<file path="src/rtl/adc_seq_pkg.sv">
package adc_seq_pkg;
  localparam int CH_W = 3;

  typedef enum logic [1:0] {
    MODE_SINGLE = 2'b00,
    MODE_SCAN4  = 2'b01,
    MODE_SCAN8  = 2'b10,
    MODE_BAD    = 2'b11
  } adc_mode_e;

  typedef enum logic [1:0] {
    ST_IDLE  = 2'd0,
    ST_ISSUE = 2'd1,
    ST_WAIT  = 2'd2
  } seq_state_e;

  // first channel converted for a given mode and selected channel
  function automatic logic [CH_W-1:0] first_chan(adc_mode_e m, logic [CH_W-1:0] sel);
    case (m)
      MODE_SCAN4: return {sel[CH_W-1], 2'b00};
      MODE_SCAN8: return '0;
      default:    return sel;
    endcase
  endfunction

  function automatic logic mode_runs(adc_mode_e m);
    return m != MODE_BAD;
  endfunction

  // status register image: flag, enable, mode, fixed one, channel
  function automatic logic [7:0] pack_status(logic flag, logic ie, adc_mode_e m,
                                             logic [CH_W-1:0] ch);
    return {flag, ie, m, 1'b1, ch};
  endfunction
endpackage

</file>
<file path="src/rtl/adc_csr_regs.sv">
module adc_csr_regs
  import adc_seq_pkg::*;
(
  input  logic            clk,
  input  logic            rst_n,
  input  logic            csr_wr,
  input  logic            csr_rd,
  input  logic            ctrl_wr,
  input  logic [7:0]      wdata,
  input  logic            flag_set_evt,
  input  logic            start_clr,
  input  logic            dma_clr_evt,
  output logic            flag_q,
  output logic            ie_q,
  output adc_mode_e       mode_q,
  output logic [CH_W-1:0] ch_q,
  output logic            start_q,
  output logic            armed_q,
  output logic            sw_clr_evt,
  output logic [7:0]      status_val
);
  logic unused_fixed_bit;
  assign unused_fixed_bit = wdata[3];

  assign sw_clr_evt = csr_wr && !wdata[7] && armed_q && flag_q;
  assign status_val = pack_status(flag_q, ie_q, mode_q, ch_q);

  always_ff @(posedge clk) begin
    if (!rst_n) begin
      flag_q  <= 1'b0;
      armed_q <= 1'b0;
    end else begin
      if (flag_set_evt)                   flag_q <= 1'b1;
      else if (sw_clr_evt || dma_clr_evt) flag_q <= 1'b0;

      if (flag_set_evt || csr_wr || !flag_q) armed_q <= 1'b0;
      else if (csr_rd)                       armed_q <= 1'b1;
    end
  end

  always_ff @(posedge clk) begin
    if (!rst_n) begin
      ie_q   <= 1'b0;
      mode_q <= MODE_SINGLE;
      ch_q   <= '0;
    end else if (csr_wr) begin
      ie_q <= wdata[6];
      if (!start_q) begin
        mode_q <= adc_mode_e'(wdata[5:4]);
        ch_q   <= wdata[CH_W-1:0];
      end
    end
  end

  always_ff @(posedge clk) begin
    if (!rst_n)       start_q <= 1'b0;
    else if (start_clr) start_q <= 1'b0;
    else if (ctrl_wr) start_q <= wdata[0];
  end
endmodule

</file>
<file path="src/rtl/adc_scan_fsm.sv">
module adc_scan_fsm
  import adc_seq_pkg::*;
(
  input  logic            clk,
  input  logic            rst_n,
  input  logic            start_q,
  input  adc_mode_e       mode_q,
  input  logic [CH_W-1:0] sel_ch,
  input  logic            conv_busy,
  input  logic            conv_done,
  output logic            conv_start,
  output logic [CH_W-1:0] conv_ch,
  output logic            store_evt,
  output logic            group_done_evt,
  output logic            start_clr,
  output logic [CH_W-1:0] run_ch
);
  seq_state_e      state_q;
  adc_mode_e       run_mode_q;
  logic [CH_W-1:0] cur_q;
  logic [CH_W-1:0] last_q;
  logic            at_last;

  assign at_last        = (cur_q == last_q);
  assign conv_start     = (state_q == ST_ISSUE) && start_q && !conv_busy;
  assign conv_ch        = cur_q;
  assign run_ch         = last_q;
  assign store_evt      = (state_q == ST_WAIT) && conv_done;
  assign group_done_evt = store_evt && at_last;
  assign start_clr      = group_done_evt && (run_mode_q == MODE_SINGLE);

  always_ff @(posedge clk) begin
    if (!rst_n) begin
      state_q    <= ST_IDLE;
      run_mode_q <= MODE_SINGLE;
      cur_q      <= '0;
      last_q     <= '0;
    end else begin
      case (state_q)
        ST_IDLE: begin
          if (start_q && mode_runs(mode_q)) begin
            run_mode_q <= mode_q;
            last_q     <= sel_ch;
            cur_q      <= first_chan(mode_q, sel_ch);
            state_q    <= ST_ISSUE;
          end
        end
        ST_ISSUE: begin
          if (!start_q)        state_q <= ST_IDLE;
          else if (!conv_busy) state_q <= ST_WAIT;
        end
        ST_WAIT: begin
          if (conv_done) begin
            if (run_mode_q == MODE_SINGLE || !start_q) begin
              state_q <= ST_IDLE;
            end else begin
              cur_q   <= at_last ? first_chan(run_mode_q, last_q) : cur_q + 1'b1;
              state_q <= ST_ISSUE;
            end
          end
        end
        default: state_q <= ST_IDLE;
      endcase
    end
  end
endmodule

</file>
<file path="src/rtl/adc_result_bank.sv">
module adc_result_bank
  import adc_seq_pkg::*;
#(
  parameter int NUM_CH = 8,
  parameter int RES_W  = 10
) (
  input  logic             clk,
  input  logic             rst_n,
  input  logic             store_evt,
  input  logic [CH_W-1:0]  store_ch,
  input  logic [RES_W-1:0] store_val,
  input  logic [CH_W-1:0]  cpu_idx,
  input  logic [CH_W-1:0]  dma_idx,
  output logic [RES_W-1:0] cpu_val,
  output logic [RES_W-1:0] dma_val
);
  logic [RES_W-1:0] res_q [NUM_CH];

  for (genvar i = 0; i < NUM_CH; i++) begin : g_chan
    always_ff @(posedge clk) begin
      if (!rst_n)                                        res_q[i] <= '0;
      else if (store_evt && (store_ch == CH_W'(i)))      res_q[i] <= store_val;
    end
  end

  assign cpu_val = res_q[cpu_idx];
  assign dma_val = res_q[dma_idx];
endmodule

</file>
<file path="src/rtl/adc_seq_ctrl.sv">
module adc_seq_ctrl
  import adc_seq_pkg::*;
#(
  parameter int NUM_CH = 8,
  parameter int RES_W  = 10,
  parameter int ADDR_W = 4,
  parameter int DATA_W = 16
) (
  input  logic              clk,
  input  logic              rst_n,
  input  logic [ADDR_W-1:0] addr,
  input  logic              wr_en,
  input  logic              rd_en,
  input  logic [7:0]        wdata,
  output logic [DATA_W-1:0] rdata,
  output logic              conv_start,
  output logic [CH_W-1:0]   conv_ch,
  input  logic              conv_busy,
  input  logic              conv_done,
  input  logic [RES_W-1:0]  conv_result,
  input  logic              dma_rd,
  input  logic [CH_W-1:0]   dma_ch,
  input  logic              dma_keep,
  output logic [RES_W-1:0]  dma_rdata,
  output logic              irq
);
  localparam logic [ADDR_W-1:0] STATUS_ADDR = '0;
  localparam logic [ADDR_W-1:0] START_ADDR  = ADDR_W'(1);

  logic status_hit, start_hit, data_hit;
  logic flag_q, ie_q, start_q, armed_q, sw_clr_evt;
  logic flag_set_evt, dma_clr_evt, store_evt, start_clr;
  adc_mode_e       mode_q;
  logic [CH_W-1:0] ch_q, run_ch;
  logic [7:0]      status_val;
  logic [RES_W-1:0] cpu_res;

  assign status_hit  = (addr == STATUS_ADDR);
  assign start_hit   = (addr == START_ADDR);
  assign data_hit    = addr[ADDR_W-1];
  assign dma_clr_evt = dma_rd && !dma_keep && flag_q;
  assign irq         = flag_q && ie_q;

  adc_csr_regs u_regs (
    .clk(clk), .rst_n(rst_n),
    .csr_wr(wr_en && status_hit), .csr_rd(rd_en && status_hit),
    .ctrl_wr(wr_en && start_hit), .wdata(wdata),
    .flag_set_evt(flag_set_evt), .start_clr(start_clr), .dma_clr_evt(dma_clr_evt),
    .flag_q(flag_q), .ie_q(ie_q), .mode_q(mode_q), .ch_q(ch_q),
    .start_q(start_q), .armed_q(armed_q), .sw_clr_evt(sw_clr_evt),
    .status_val(status_val)
  );

  adc_scan_fsm u_fsm (
    .clk(clk), .rst_n(rst_n), .start_q(start_q), .mode_q(mode_q), .sel_ch(ch_q),
    .conv_busy(conv_busy), .conv_done(conv_done),
    .conv_start(conv_start), .conv_ch(conv_ch), .store_evt(store_evt),
    .group_done_evt(flag_set_evt), .start_clr(start_clr), .run_ch(run_ch)
  );

  adc_result_bank #(.NUM_CH(NUM_CH), .RES_W(RES_W)) u_bank (
    .clk(clk), .rst_n(rst_n), .store_evt(store_evt), .store_ch(conv_ch),
    .store_val(conv_result), .cpu_idx(addr[CH_W-1:0]), .dma_idx(dma_ch),
    .cpu_val(cpu_res), .dma_val(dma_rdata)
  );

  always_comb begin
    rdata = '0;
    if (status_hit)     rdata[7:0]       = status_val;
    else if (start_hit) rdata[0]         = start_q;
    else if (data_hit)  rdata[RES_W-1:0] = cpu_res;
  end
endmodule

</file>
<file path="config.mk">
export PLATFORM = sky130hd
export DESIGN_NAME = adc_seq_ctrl
export DESIGN_NICKNAME = d
export VERILOG_FILES = /design/src/rtl/adc_seq_pkg.sv /design/src/rtl/adc_csr_regs.sv /design/src/rtl/adc_scan_fsm.sv /design/src/rtl/adc_result_bank.sv /design/src/rtl/adc_seq_ctrl.sv
export SDC_FILE = /design/constraint.sdc
export NUM_CORES = 1
export LEC_CHECK = 0
export BUFFER_PORTS_ARGS = -buffer_cell sky130_fd_sc_hd__buf_2
export CORE_MARGIN = 2
export CORE_UTILIZATION = 40
export CTS_CLUSTER_SIZE = 12
export DETAILED_ROUTE_END_ITERATION = 6
export SLEW_MARGIN = 20
export SYNTH_ARGS = -nofsm -noshare
export SYNTH_HDL_FRONTEND = slang
export SYNTH_SLANG_ARGS = --single-unit
</file>
<file path="constraint.sdc">
create_clock -name clk -period 5.8 [get_ports clk]
set_input_delay 1.16 -clock clk [delete_from_list [all_inputs] [get_ports clk]]
set_output_delay 1.16 -clock clk [all_outputs]
set_load 0.01 [all_outputs]
</file>
### After elaboration in Yosys (flattened, before gate mapping)

Memory sizes are Yosys's and may differ from the RTL's.
Cells that the tools add are included.

| storage, ports and cells | value |
|---|---|
| memories | 1 |
| input bits | 33 |
| RAM bits | 80 |
| logic and storage cells | 139 |
| output and inout bits | 31 |
| latch bits | 0 |
| memory bits (read-only) | 0 |
| bits in registers | 19 |

| operators by class | value |
|---|---|
| add/subtract/negate cells | 1 |
| magnitude comparators | 0 |
| div/mod/pow operators | 0 |
| muxes and demuxes | 53 |
| reduce and logical (&&, ||, !) cells | 44 |
| equality and inequality tests | 20 |
| shifts and indexed selects | 0 |
| multipliers | 0 |
| bitwise operators | 10 |

Memory list:

| name | depth | width | rd ports | clocked after Yosys merged registers in | write ports | RTL line | text |
|---|---|---|---|---|---|---|---|
| u_bank.res_q | 8 | 10 | 2 | 0 | 8 | adc_result_bank.sv:17 | `logic [RES_W-1:0] res_q [NUM_CH];` |

Operators by type and width:

| kind | number |
|---|---|
| 10-bit two-way mux | 9 |
| 1-bit two-way mux | 29 |
| 1-bit logical AND | 23 |
| 3-bit case mux with 2 select lines | 3 |
| 3-bit == test, second input constant | 4 |
| 3-bit two-way mux | 4 |
| 2-bit two-way mux | 5 |
| 9-bit two-way mux | 1 |
| 8-bit two-way mux | 1 |
| 1-bit OR | 8 |
| 2-bit by 1-bit == test with 1-bit output, second input constant | 3 |
| 2-bit == test, second input constant | 3 |
| 3-bit by 2-bit == test with 1-bit output, second input constant | 2 |
| 2-bit != test, second input constant | 3 |
| 2-bit case mux with 3 select lines | 1 |
| 1-bit zero test | 5 |
| 4-bit by 1-bit == test with 1-bit output, second input constant | 1 |
| 2-bit zero test | 2 |
| 4-bit zero test | 1 |
| 1-bit logical OR | 4 |
| 2-bit AND reduction | 2 |
| 4-bit AND reduction | 1 |
| 2-bit nonzero test | 2 |
| 2-bit OR reduction | 2 |
| 8 further kinds | 9 |

### Longest topological paths before layout

| logic depth | value |
|---|---|
| depth in word-level cells | 8 |
| gate-level depth with buffers | 7 |
| mapped depth without buffers | 6 |

### By module

A second synthesis with hierarchy kept.

| unflattened totals | value |
|---|---|
| cell total of the unflattened synthesis | 426 |
| area total of the unflattened synthesis | 5,666.7 um^2 |

By module, submodules not included:

| module | seq. area each (um^2) | cells an instance | area each (um^2) | times used |
|---|---|---|---|---|
| adc_result_bank | 2,402.3 | 273 | 4,332.9 | 1 |
| adc_scan_fsm | 200.2 | 82 | 699.4 | 1 |
| adc_csr_regs | 180.2 | 43 | 426.7 | 1 |
| adc_seq_ctrl | 0.0 | 28 | 207.7 | 1 |

### Worst setup path before layout

OpenSTA, ideal clock, no wires.

| timing path | value |
|---|---|
| path type | in2out |
| from | input addr[0] |
| to | output rdata[6] |
| buffers on the path | 2 |
| data required time | 4.640 ns |
| stages | 5 |
| slack | 2.236 ns |
| arrival time | 2.404 ns |
| path through | buf_6 -> buf_8 -> mux4_1 -> mux2_2 -> a22o_1 |

| between the ends | value |
|---|---|
| cells in the longest elaborated chain, start to end | 4 |
| elaborated cells on any way between the ends | 6 |
| those cells by class | eq/ne (1); mux (3); reduce/logical (1); memory (1) |

Ends and longest elaborated chain:

| what | RTL line | text |
|---|---|---|
| from (decl) | adc_seq_ctrl.sv:11 | `input logic [ADDR_W-1:0] addr,` |
| memory read 8 x 10 bit | - |  |
| 10-bit two-way mux | adc_seq_ctrl.sv:71 | `else if (data_hit) rdata[RES_W-1:0] = cpu_res;` |
| 9-bit two-way mux | adc_seq_ctrl.sv:70 | `else if (start_hit) rdata[0] = start_q;` |
| 8-bit two-way mux * | adc_seq_ctrl.sv:69 | `if (status_hit) rdata[7:0] = status_val;` |
| to (decl) | adc_seq_ctrl.sv:15 | `output logic [DATA_W-1:0] rdata,` |

Every way passes the cells marked *; elsewhere a longest branch is shown, timed or not.

### Worst setup path after layout

| timing path | value |
|---|---|
| from | input addr[0] |
| to | output rdata[5] |

The elaborated chain is that of the path after synthesis.

==> summary.md <==
| Metric | Value |
|---|---|
| Die area | 14800 µm² |
| Drt drc | 0 |
| Synth Warn # | 0 |
| CTS Sinks | 99 |
| Setup Skew | 0.00960 ns |
| Status | finished, final reports clean |
| Worst Setup End Kind | primary output |
| Number of synthesized flops with an enable pin | 80 |
| Family with the most delay on the worst path | multiplexers |
| GRT overflow | 0 |
| Largest net degree at the start of global routing | 31 |
| Port Buffers | 56 |
| Core ar. | 13700 µm² |
| Routed via count | 3543 |
| Synth cell types | 48 |
| Setup TNS | 0 ns |
| Reg2reg path depth | 3 |
| Final WS setup | 1.52 ns |
| Most frequent cells in the layout | edfxtp_1, buf_2, and3_1, and2_1, mux4_2 |
| Worst Hold Launch | u_regs.ie_q$_SDFFE_PN0P_ |
| CTS root buf | clkbuf_16 |
| Max Slew Vio Count | 0 |
| Slew @ Worst Pin | 0.779 ns |
| Crit start category | input pin |
| Met1 GRT Util | 0.247 |
| H-Tree Depth | 3 |
| ANT cells | 0 |
| CP required | 4.64 ns |
| Antenna violations before repair | 0 |
| Area grow syn2layout | 11.8% |
| Hold-critical path depth | 2 |
| Drt pass-1 iters | 4 |
| DR WL/cell | 21.4 µm |
| Commonest non-fill, non-tap cell in the layout | edfxtp_1 |
| Pre-CTS setup slack | 1.51 ns |
| Total Nets Final | 495 |
| Vias in the first global route | 3651 |
| CP Buf/Inv Count | 2 |
| Total of max-cap violations | 0 |
| Clk slew on worst S/H paths | 0.07 ns |
| DRT iter0 DRCs | 322 |
| P per Cell Area | 249 nW/µm² |
| CTS Buffer Depth | 2 |
| ANT nets after route | 0 |
| Max VDD drop | 0.162 mV |
| Worst reg2reg setup slack | 3.70 ns |
| Mapped Cells | 413 |
| Max-slew headroom at the worst pin | 0.480 |
| #FFs+latches synth | 99 |
| Worst Path Max Fanout | 23 |
| Post-layout min period | 4.28 ns |
| # rows | 43 |
| Cells along the critical path | buf_2, mux4_1, mux2_2, a22o_1, buf_2 |
| Worst-path cell with the longest stage delay | mux4_1 |
| Setup Fix Bufs, Post-CTS | 0 |
| Global-route wire length before repair | 20.6 mm |
| Number of I/O pins | 64 |
| Clock latency on the worst-skew pair | 0.34 ns |
| Worst path max stage delay | 0.71 ns |
| DIE WIDTH | 122 µm |
| Critical path arrival | 3.12 ns |
| Ys flop type | edfxtp_1 |
| Total power | 0.00155 W |
| Avg Cell Area, Syn | 13.4 µm² |
| Die height | 122 µm |
| Final setup vio count | 0 |
| Design Area, Final | 6200 µm² |
| Grt met3 use | 0.0257 |
| Hold_ws | 0.474 ns |
| Leakage power | 2.58 nW |
| CTS tree | yes |
| Final hold vios | 0 |
| Total CTS buffers | 9 |
| Synth async-reset ratio | 0 |
| GP Congestion | 0.786 |
| Wirelength, routed | 13.6 mm |
| Detailed Place HPWL | 8.96 mm |
| Share of layout cells above drive strength 1 | 0.280 |
| Min-Delay Endpoint | u_regs.ie_q$_SDFFE_PN0P_ |
| Post-CTS sizing | 0 |
| RSZ-0062 raised after global routing | false |
| Crit Path Class | input pin to primary output |
| Register area share after synthesis | 0.501 |
| Global routing usage on met2 | 0.326 |
| Busiest grt layer | met2 |
| Post-Place Cell Area | 5910 µm² |
| Vias per inst | 5.56 |
| Syn Std Cell Area | 5550 µm² |
| Crit share post-route | 0.737 |
| R2r endpoint | u_bank.res_q[7][2]$_SDFFCE_PN0P_ |
| Hold Path Class | flip-flop to flip-flop |
| Cts hold-fix bufs | 0 |
| Max Freq | 234 MHz |
| Most frequent CP cell | buf_2 |
| Total Routing Usage GR | 0.189 |
| Initial core utilization | 0.404 |
| RR Startpoint | u_fsm.conv_ch[2]$_SDFFE_PN0P_ |
==> final cells by class <==
| type | count | area, µm² |
|---|---|---|
| flip-flops and latches | 99 | 2780 |
| well taps | 180 | 225 |
| fillers | 1242 | 7510 |
| inverters | 10 | 37.5 |
| clock buffers | 11 | 233 |
| clock inverters | 5 | 60.1 |
| multi-input cells | 273 | 2560 |
| repair buffers | 59 | 303 |
==> worst min-delay path: cells and delay by family, from the launching register on <==
family,cells,cell delay [ns]
DFF,1,0.32
and+or+nand+nor,1,0.06
AOI/OAI and AO/OA,1,0.05
==> worst max path at each step <==
stage,slack [ns],endpoint,depth (start not counted),from
after global placement,1.52,rdata[4],5,addr[0]
final,1.52,rdata[5],5,addr[0]
after global routing,1.49,rdata[4],5,addr[0]
after CTS,1.52,rdata[4],5,addr[0]
after detailed placement,1.51,rdata[5],5,addr[0]
after floorplan,2.24,rdata[6],5,addr[0]
==> registers in the layout, summed over array words and instances (netlist names), 2 cells and up <==
signal,cells
u_regs.ch_q,3
u_fsm.state_q,2
u_fsm.run_mode_q,2
u_fsm.conv_ch,3
u_bank.res_q,80
u_fsm.run_ch,3
u_regs.mode_q,2
==> cell usage after synthesis (3+ instances only) <==
cell type / count / area [µm²]
a21oi_1: 6 / 30.0
a22o_1: 7 / 61.3
and2_1: 32 / 200
and3_1: 53 / 332
buf_1: 3 / 11.3
buf_2: 3 / 15.0
buf_4: 6 / 45.0
clkbuf_1: 20 / 75.1
dfxtp_1: 19 / 380
edfxtp_1: 80 / 2400
ha_1: 10 / 125
inv_1: 9 / 33.8
mux2_2: 21 / 236
mux2i_1: 13 / 130
mux4_1: 12 / 315
mux4_2: 28 / 631
nand2_1: 18 / 67.6
nand2b_1: 6 / 37.5
nand3_1: 7 / 35.0
nand3b_1: 3 / 22.5
nor2_1: 18 / 67.6
nor2b_1: 4 / 25.0
nor3_1: 4 / 20.0
o21ai_0: 3 / 15.0
==> metrics by stage <==
stage	cells	util
global route	637	0.452
detailed placement	621	0.431
floorplan	418	-
CTS	637	0.452
finish	637	0.452
global placement	621	0.431
==> kinds of logic (layout without fill, tap and decap cells) <==
kind of cell	after synthesis	after routing	synth area share
and+or+nand+nor	155	155	0.159
DFF	99	99	0.501
muxes	74	74	0.237
buffers and inverters	46	85	0.0424
AOI/OAI and AO/OA	26	26	0.0340
adders and majority gates	10	10	0.0225
xor gates and xnor gates	2	2	0.00316
other	1	6	0.000676
==> routing by layer <==
| layer | share of wire | routed length, µm | vias up |
|---|---|---|---|
| li1 | - | - | 1649 |
| met1 | 0.42 | 5700 | 1789 |
| met2 | 0.52 | 7060 | 93 |
| met3 | 0.050 | 681 | 12 |
| met4 | 0.014 | 191 | 0 |
| met5 | 0 | 0 | - |
==> report_power, final <==
part	switching, W	internal [W]
clock	0.000265	0.000337
combinational	0.0000811	0.0000688
sequential	0.0000105	0.000785
(Power assumes the default switching activity.)
